$ cat config.mk
export PLATFORM = sky130hd
export DESIGN_NAME = seccfg_lockreg
export DESIGN_NICKNAME = d
export VERILOG_FILES = /design/src/rtl/seccfg_pkg.sv /design/src/rtl/seccfg_field.sv /design/src/rtl/seccfg_lock_bank.sv /design/src/rtl/seccfg_lockdown.sv /design/src/rtl/seccfg_lockreg.sv
export SDC_FILE = /design/constraint.sdc
export NUM_CORES = 1
export LEC_CHECK = 0
export BUFFER_PORTS_ARGS = -buffer_cell sky130_fd_sc_hd__buf_2
export CAP_MARGIN = 20
export CORE_UTILIZATION = 36
export CTS_BUF_LIST = sky130_fd_sc_hd__clkbuf_2
export DETAILED_ROUTE_END_ITERATION = 8
export PLACE_DENSITY = 0.81
export SETUP_SLACK_MARGIN = 0.15
export SLEW_MARGIN = 20
export SYNTH_ARGS = -nofsm -noshare
export SYNTH_HDL_FRONTEND = slang
export SYNTH_SLANG_ARGS = --single-unit
$ cat constraint.sdc
create_clock -name clk -period 1.2 [get_ports clk]
set_input_delay 0.18 -clock clk [delete_from_list [all_inputs] [get_ports clk]]
set_output_delay 0.18 -clock clk [all_outputs]
set_load 0.03 [all_outputs]
$ cat src/rtl/seccfg_pkg.sv
package seccfg_pkg;
   // Field positions in the configuration word; decoded by software.
   localparam int unsigned POS_DBG   = 6;
   localparam int unsigned POS_SBOOT = 7;
   localparam int unsigned POS_ARM   = 8;
   localparam int unsigned POS_ENG   = 9;
   localparam int unsigned ENG_W     = 3;
   localparam int unsigned POS_KEY   = 12;
   localparam int unsigned POS_RSVD  = 13;
   localparam int unsigned CFG_MSB   = POS_RSVD;

   // Lock bit indices in the lock word.
   localparam int unsigned LK_DBG   = 0;
   localparam int unsigned LK_SBOOT = 1;
   localparam int unsigned LK_ARM   = 2;
   localparam int unsigned LK_ENG   = 3;
   localparam int unsigned LK_KEY   = 4;
   localparam int unsigned LOCK_N   = 5;

   typedef struct packed {
      logic             key;
      logic [ENG_W-1:0] eng;
      logic             arm;
      logic             sboot;
      logic             dbg;
   } seccfg_fields_t;
endpackage

$ cat src/rtl/seccfg_field.sv
module seccfg_field #(
   parameter int unsigned W      = 1,
   parameter bit          STICKY = 1'b0
) (
   input  logic         clk,
   input  logic         por_n,
   input  logic         wr_en,
   input  logic         lock,
   input  logic [W-1:0] d,
   output logic [W-1:0] q
);
   if (W < 1) begin : g_chk_w
      $error("seccfg_field: W must be at least 1");
   end

   if (STICKY) begin : g_sticky
      always_ff @(posedge clk or negedge por_n) begin
         if (!por_n)               q <= '0;
         else if (wr_en && !lock)  q <= q | d;
      end

      a_r6_sticky_never_falls: assert property (@(posedge clk) disable iff (!por_n)
         (($past(q) & ~q) == '0));
   end else begin : g_plain
      always_ff @(posedge clk or negedge por_n) begin
         if (!por_n)               q <= '0;
         else if (wr_en && !lock)  q <= d;
      end
   end

   // a lock seen at an edge means that edge leaves the field untouched
   a_r4_locked_field_holds: assert property (@(posedge clk) disable iff (!por_n)
      lock |=> $stable(q));
endmodule

$ cat src/rtl/seccfg_lock_bank.sv
module seccfg_lock_bank #(
   parameter int unsigned N = 5
) (
   input  logic         clk,
   input  logic         por_n,
   input  logic         wr_en,
   input  logic [N-1:0] d,
   output logic [N-1:0] lock_q
);
   if (N < 1) begin : g_chk_n
      $error("seccfg_lock_bank: N must be at least 1");
   end

   for (genvar i = 0; i < N; i++) begin : g_bit
      always_ff @(posedge clk or negedge por_n) begin
         if (!por_n)               lock_q[i] <= 1'b0;
         else if (wr_en && d[i])   lock_q[i] <= 1'b1;
      end
   end

   a_r3_lock_bits_sticky: assert property (@(posedge clk) disable iff (!por_n)
      (($past(lock_q) & ~lock_q) == '0));

   a_r3_zero_write_keeps: assert property (@(posedge clk) disable iff (!por_n)
      (wr_en && (d == '0)) |=> $stable(lock_q));
endmodule

$ cat src/rtl/seccfg_lockdown.sv
module seccfg_lockdown #(
   parameter int unsigned ENG_W = 3
) (
   input  logic             clk,
   input  logic             por_n,
   input  logic [ENG_W-1:0] eng_q,
   input  logic             arm_q,
   input  logic             upset_in,
   output logic             lockdown
);
   localparam logic [ENG_W-1:0] CODE_OFF = '0;
   localparam logic [ENG_W-1:0] CODE_ON  = '1;

   if (ENG_W < 2) begin : g_chk_w
      $error("seccfg_lockdown: redundancy needs ENG_W >= 2");
   end

   logic code_bad;
   logic upset_hit;

   assign code_bad  = (eng_q != CODE_OFF) && (eng_q != CODE_ON);
   assign upset_hit = arm_q && upset_in;

   always_ff @(posedge clk or negedge por_n) begin
      if (!por_n)                      lockdown <= 1'b0;
      else if (code_bad || upset_hit)  lockdown <= 1'b1;
   end

   a_r5_bad_code_trips: assert property (@(posedge clk) disable iff (!por_n)
      ((eng_q != CODE_OFF) && (eng_q != CODE_ON)) |=> lockdown);

   a_r7_armed_upset_trips: assert property (@(posedge clk) disable iff (!por_n)
      (arm_q && upset_in) |=> lockdown);

   a_r7_quiet_without_cause: assert property (@(posedge clk) disable iff (!por_n)
      (!lockdown && !(arm_q && upset_in) && ((eng_q == CODE_OFF) || (eng_q == CODE_ON)))
      |=> !lockdown);

   a_r10_lockdown_sticky: assert property (@(posedge clk) disable iff (!por_n)
      !$fell(lockdown));
endmodule

$ cat src/rtl/seccfg_lockreg.sv
module seccfg_lockreg
   import seccfg_pkg::*;
#(
   parameter int unsigned DATA_W    = 32,
   parameter int unsigned ADDR_W    = 4,
   parameter int unsigned CFG_ADDR  = 0,
   parameter int unsigned LOCK_ADDR = 4
) (
   input  logic              clk,
   input  logic              por_n,
   input  logic              bus_we,
   input  logic [ADDR_W-1:0] bus_addr,
   input  logic [DATA_W-1:0] bus_wdata,
   output logic [DATA_W-1:0] bus_rdata,
   input  logic              boot_sec_set,
   input  logic              upset_in,
   output logic              key_sel_fuse,
   output logic              engine_en,
   output logic              secure_boot,
   output logic              debug_en,
   output logic              lockdown
);
   localparam logic [ADDR_W-1:0] A_CFG  = ADDR_W'(CFG_ADDR);
   localparam logic [ADDR_W-1:0] A_LOCK = ADDR_W'(LOCK_ADDR);

   if (DATA_W <= CFG_MSB) begin : g_chk_data
      $error("seccfg_lockreg: DATA_W too narrow for the field map");
   end
   if (CFG_ADDR == LOCK_ADDR) begin : g_chk_alias
      $error("seccfg_lockreg: word addresses must differ");
   end
   if ((CFG_ADDR >> ADDR_W) != 0 || (LOCK_ADDR >> ADDR_W) != 0) begin : g_chk_range
      $error("seccfg_lockreg: address does not fit ADDR_W");
   end

   logic wr_cfg, wr_lock;
   logic [LOCK_N-1:0] lock_q;
   seccfg_fields_t    f;

   assign wr_cfg  = bus_we && (bus_addr == A_CFG);
   assign wr_lock = bus_we && (bus_addr == A_LOCK);

   seccfg_lock_bank #(.N(LOCK_N)) u_locks (
      .clk(clk), .por_n(por_n), .wr_en(wr_lock),
      .d(bus_wdata[LOCK_N-1:0]), .lock_q(lock_q)
   );

   seccfg_field #(.W(1), .STICKY(1'b0)) u_key (
      .clk(clk), .por_n(por_n), .wr_en(wr_cfg), .lock(lock_q[LK_KEY]),
      .d(bus_wdata[POS_KEY]), .q(f.key)
   );

   seccfg_field #(.W(ENG_W), .STICKY(1'b0)) u_eng (
      .clk(clk), .por_n(por_n), .wr_en(wr_cfg), .lock(lock_q[LK_ENG]),
      .d(bus_wdata[POS_ENG +: ENG_W]), .q(f.eng)
   );

   seccfg_field #(.W(1), .STICKY(1'b1)) u_arm (
      .clk(clk), .por_n(por_n), .wr_en(wr_cfg), .lock(lock_q[LK_ARM]),
      .d(bus_wdata[POS_ARM]), .q(f.arm)
   );

   seccfg_field #(.W(1), .STICKY(1'b1)) u_sboot (
      .clk(clk), .por_n(por_n), .wr_en(boot_sec_set), .lock(lock_q[LK_SBOOT]),
      .d(1'b1), .q(f.sboot)
   );

   seccfg_field #(.W(1), .STICKY(1'b0)) u_dbg (
      .clk(clk), .por_n(por_n), .wr_en(wr_cfg), .lock(lock_q[LK_DBG]),
      .d(bus_wdata[POS_DBG]), .q(f.dbg)
   );

   seccfg_lockdown #(.ENG_W(ENG_W)) u_ld (
      .clk(clk), .por_n(por_n), .eng_q(f.eng), .arm_q(f.arm),
      .upset_in(upset_in), .lockdown(lockdown)
   );

   // Assemble the configuration word from the stored fields.
   logic [DATA_W-1:0] cfg_word;
   always_comb begin
      cfg_word                   = '0;
      cfg_word[POS_RSVD]         = 1'b1;
      cfg_word[POS_KEY]          = f.key;
      cfg_word[POS_ENG +: ENG_W] = f.eng;
      cfg_word[POS_ARM]          = f.arm;
      cfg_word[POS_SBOOT]        = f.sboot;
      cfg_word[POS_DBG]          = f.dbg;
   end

   always_comb begin
      bus_rdata = '0;
      if (bus_addr == A_CFG)       bus_rdata = cfg_word;
      else if (bus_addr == A_LOCK) bus_rdata[LOCK_N-1:0] = lock_q;
   end

   assign key_sel_fuse = f.key;
   assign engine_en    = (f.eng == '1);
   assign secure_boot  = f.sboot;
   assign debug_en     = f.dbg;

   wire unused_wbits = ^bus_wdata;

   // the secure-boot flag does not move on a bus write alone
   a_r8_sboot_bus_immune: assert property (@(posedge clk) disable iff (!por_n)
      (!boot_sec_set) |=> $stable(secure_boot));
endmodule

==> summary by stage <==
Placed design
At the end of routability-driven placement, the weighted congestion stood at 0.650. The cell count after placement is 135. Summed over all nets, the half-perimeter wirelength after detailed placement is 1170 µm. Input and output buffers added on the ports amount to 37.

Floorplan
For this design the top-level I/O count stands at 78. The floorplan step defined a die boundary enclosing 2370 µm². The initial cell density of the core is 0.393. Row generation in the floorplan step produced 16 rows. From bottom edge to top edge, the die measures 48.7 µm. The die is 48.7 µm wide. The core region area is 2000 µm².

CTS
In this run the number of H-tree levels came out at 1. The root cell of the clock tree is clkbuf_2. In this run the deepest clock path goes through 2 buffers. The clock reaches the later pin of the worst-skew pair after 280 ps. For this design, the sink count on the clock tree is 13. The CTS tree is done. TritonCTS created 3 clock buffers. Clock-pin slew was measured on the worst setup and hold paths at 140 ps.

Detailed routing
The residual antenna-violating net count after detailed routing is 0. The number of remaining DRC errors is 0. Dividing the detail-routed via count by the number of cells gives 4.20.

For this block, the routed nets add up to 1730 µm of wire. The number of DRC markers after the initial detailed-route iteration is 7. For this block, the via count after detailed routing is 647. The number of iterations in the first detailed-routing pass is 3. After detailed routing, the average wire length per cell comes to 11.2 µm.

Critical path
The worst setup path category is in2out. The worst setup path is launched from a primary input. The maximum net fanout on the critical path is 7. The data arrival at the endpoint of the critical path is 1060 ps. The worst setup path is captured at an output pin.

Data on the critical path is required at its endpoint by 1020 ps.

Synthesis
The share of the synthesized area in the top cell type is 0.414. After synthesis the cells add up to 786 µm². Of the synthesized area, sequential elements account for 0.414. The mean area per synthesized cell is 11.2 µm². Sorting the synthesized cells by area gives the leading types as dfrtp_1, buf_4, and2_1. The register bit count reported by yosys is 13. After technology mapping, the gate count stands at 70.

The warning count from the yosys run is 0. The cell taking the most area after synthesis is dfrtp_1. The number of different library cells used by synthesis comes to 19.

Power and ir drop
Power spread over the standard cell area amounts to 1090 nW/µm². Total power for the finished layout comes to 1.37 mW. The worst-case IR drop observed on VDD is 0.756 mV. The analysis attributes to cell leakage a power of 0.690 nW.

GRT
The aggregate global routing overflow is 0. The wire length of the first global-routing pass is 2980 µm. The number of global-route vias before repair is 649. For this run, the total global-route usage over all layers was measured as 0.162. Entering global routing, the biggest net connects 14 pins. The initial antenna violation count was 0.

Status
The flow ran to the end, but the final reports show violations. The final reports fail on negative setup slack.

Layout
Compared with the post-synthesis result, the final layout area differs by 59.7%. The count of antenna diodes in the layout is 0. Leaving out fill and tap cells, the most frequent cells in the layout are buf_6, conb_1, buf_2, buf_4, dfrtp_1. Leaving out fill and tap cells, the most frequent cell in the layout is buf_6. The fraction of final layout cells sized beyond drive strength 1 is 0.630.

Fill cells in the final layout number 172. The finished layout holds 154 standard cells, fillers aside. The number of nets in the final layout is 169.

For this run, the share of the core covered by cells in the final layout is 0.627.

STA
The achievable clock frequency is 0.807 GHz. Of the available clock period, the critical path in the final layout requires 1.03. The worst setup skew after layout is 10.5 ps. The worst path in the final design needs a cycle of 1240 ps, including I/O delays and setup. The tightest hold margin is 86.6 ps. The number of pins with negative max-slew slack in the final report came to 0. Setup violations remaining at the end of the flow were counted as 7. Setup repair after global routing could not meet its margin everywhere. The setup TNS is -231 ps. The final count of hold timing violations is 0. Setup slack on the critical path of the routed design comes to -38.6 ps.

Hold path
The tightest min-delay check is of the in2reg type.

Flow run
The max-capacitance violation count is 0.
per-layer routing:
metal  track usage  vias up  routed length, µm
li1              -      310                  -
met2         0.294       41                886
met5             0        -                  0
met3        0.0314        0                134
met4        0.0441        0                  0
met1         0.194      296                705
final cells by class:
cell class	instances	area, µm²	share of cell area
repair buffers	55	465	0.371
clock inverters	1	5.00	0.00399
inverters	2	7.51	0.00598
flip-flops and latches	13	325	0.259
multi-input cells	53	403	0.321
clock buffers	3	15.0	0.0120
well taps	27	33.8	0.0269
worst paths after layout:
kind / cells after the start / slack (ps) / to / startpoint
min in group asynchronous: 2 / 290 / u_locks.lock_q[0] / por_n
worst min-delay path: 2 / 90 / u_locks.lock_q[4] / bus_wdata[4]
worst max-delay path: 5 / -40 / bus_rdata[9] / bus_addr[3]
worst min register to register: 2 / 500 / u_ld.lockdown / u_ld.lockdown
max in group asynchronous: 2 / 670 / u_sboot.q / por_n
worst max register to register: 3 / 30 / u_eng.q[0] / u_locks.lock_q[3]
Yosys cell counts:
master / number
a21o_1: 6
a21oi_1: 1
a41o_1: 1
and2_1: 8
and2_2: 5
and3_1: 1
buf_4: 19
buf_6: 1
conb_1: 1
dfrtp_1: 13
inv_1: 2
mux2_2: 4
mux2_4: 1
nand3b_1: 2
nand3b_4: 1
nor3_1: 1
nor4_4: 1
nor4b_2: 1
o21ai_0: 1
cells by family (layout without fill, tap and decap cells):
group           after synthesis  after routing  synth area share
compound gates                9              9            0.0828
buf+inv                      22             61             0.205
flops                        13             13             0.414
mux                           5              5            0.0764
other cells                   1             19           0.00477
simple gates                 20             20             0.217
worst max-delay path, cell delays in order:
cell and delay [ps]:
buf_8 100, nor4_4 310, buf_4 200, and2_4 140, buf_6 120
state kept, by name, indices dropped and copies added, names as in the netlist:
name / count
u_dbg.q: 1
u_sboot.q: 1
u_key.q: 1
u_eng.q: 3
u_arm.q: 1
u_locks.lock_q: 5
u_ld.lockdown: 1
per-stage QoR:
| step | worst slack [ps] | cell area, µm² |
|---|---|---|
| final | -38.6 | 1250 |
| after global routing | -93.8 | 1250 |
| after CTS | -25.8 | 1210 |
| after detailed placement | -102 | 950 |
| after global placement | -130 | 950 |
| after floorplan | 28.4 | 862 |
where the power goes:
group	total (mW)	internal (mW)	switching, mW
Sequential	0.594	0.523	0.0709
Clock	0.227	0.0754	0.152
Combinational	0.550	0.288	0.262
Total	1.37	0.886	0.484
what timing repair did:
item | 4_1_cts | 5_1_grt
resized for setup | 53 | 8
hold endpoints to repair | 13 | 0
pin swaps | 8 | 1
buffers inserted | 10 | 4
hold buffers | 1 | 0
setup endpoints to repair | 20 | 24
Note: power is estimated with default switching activity, not from simulation.
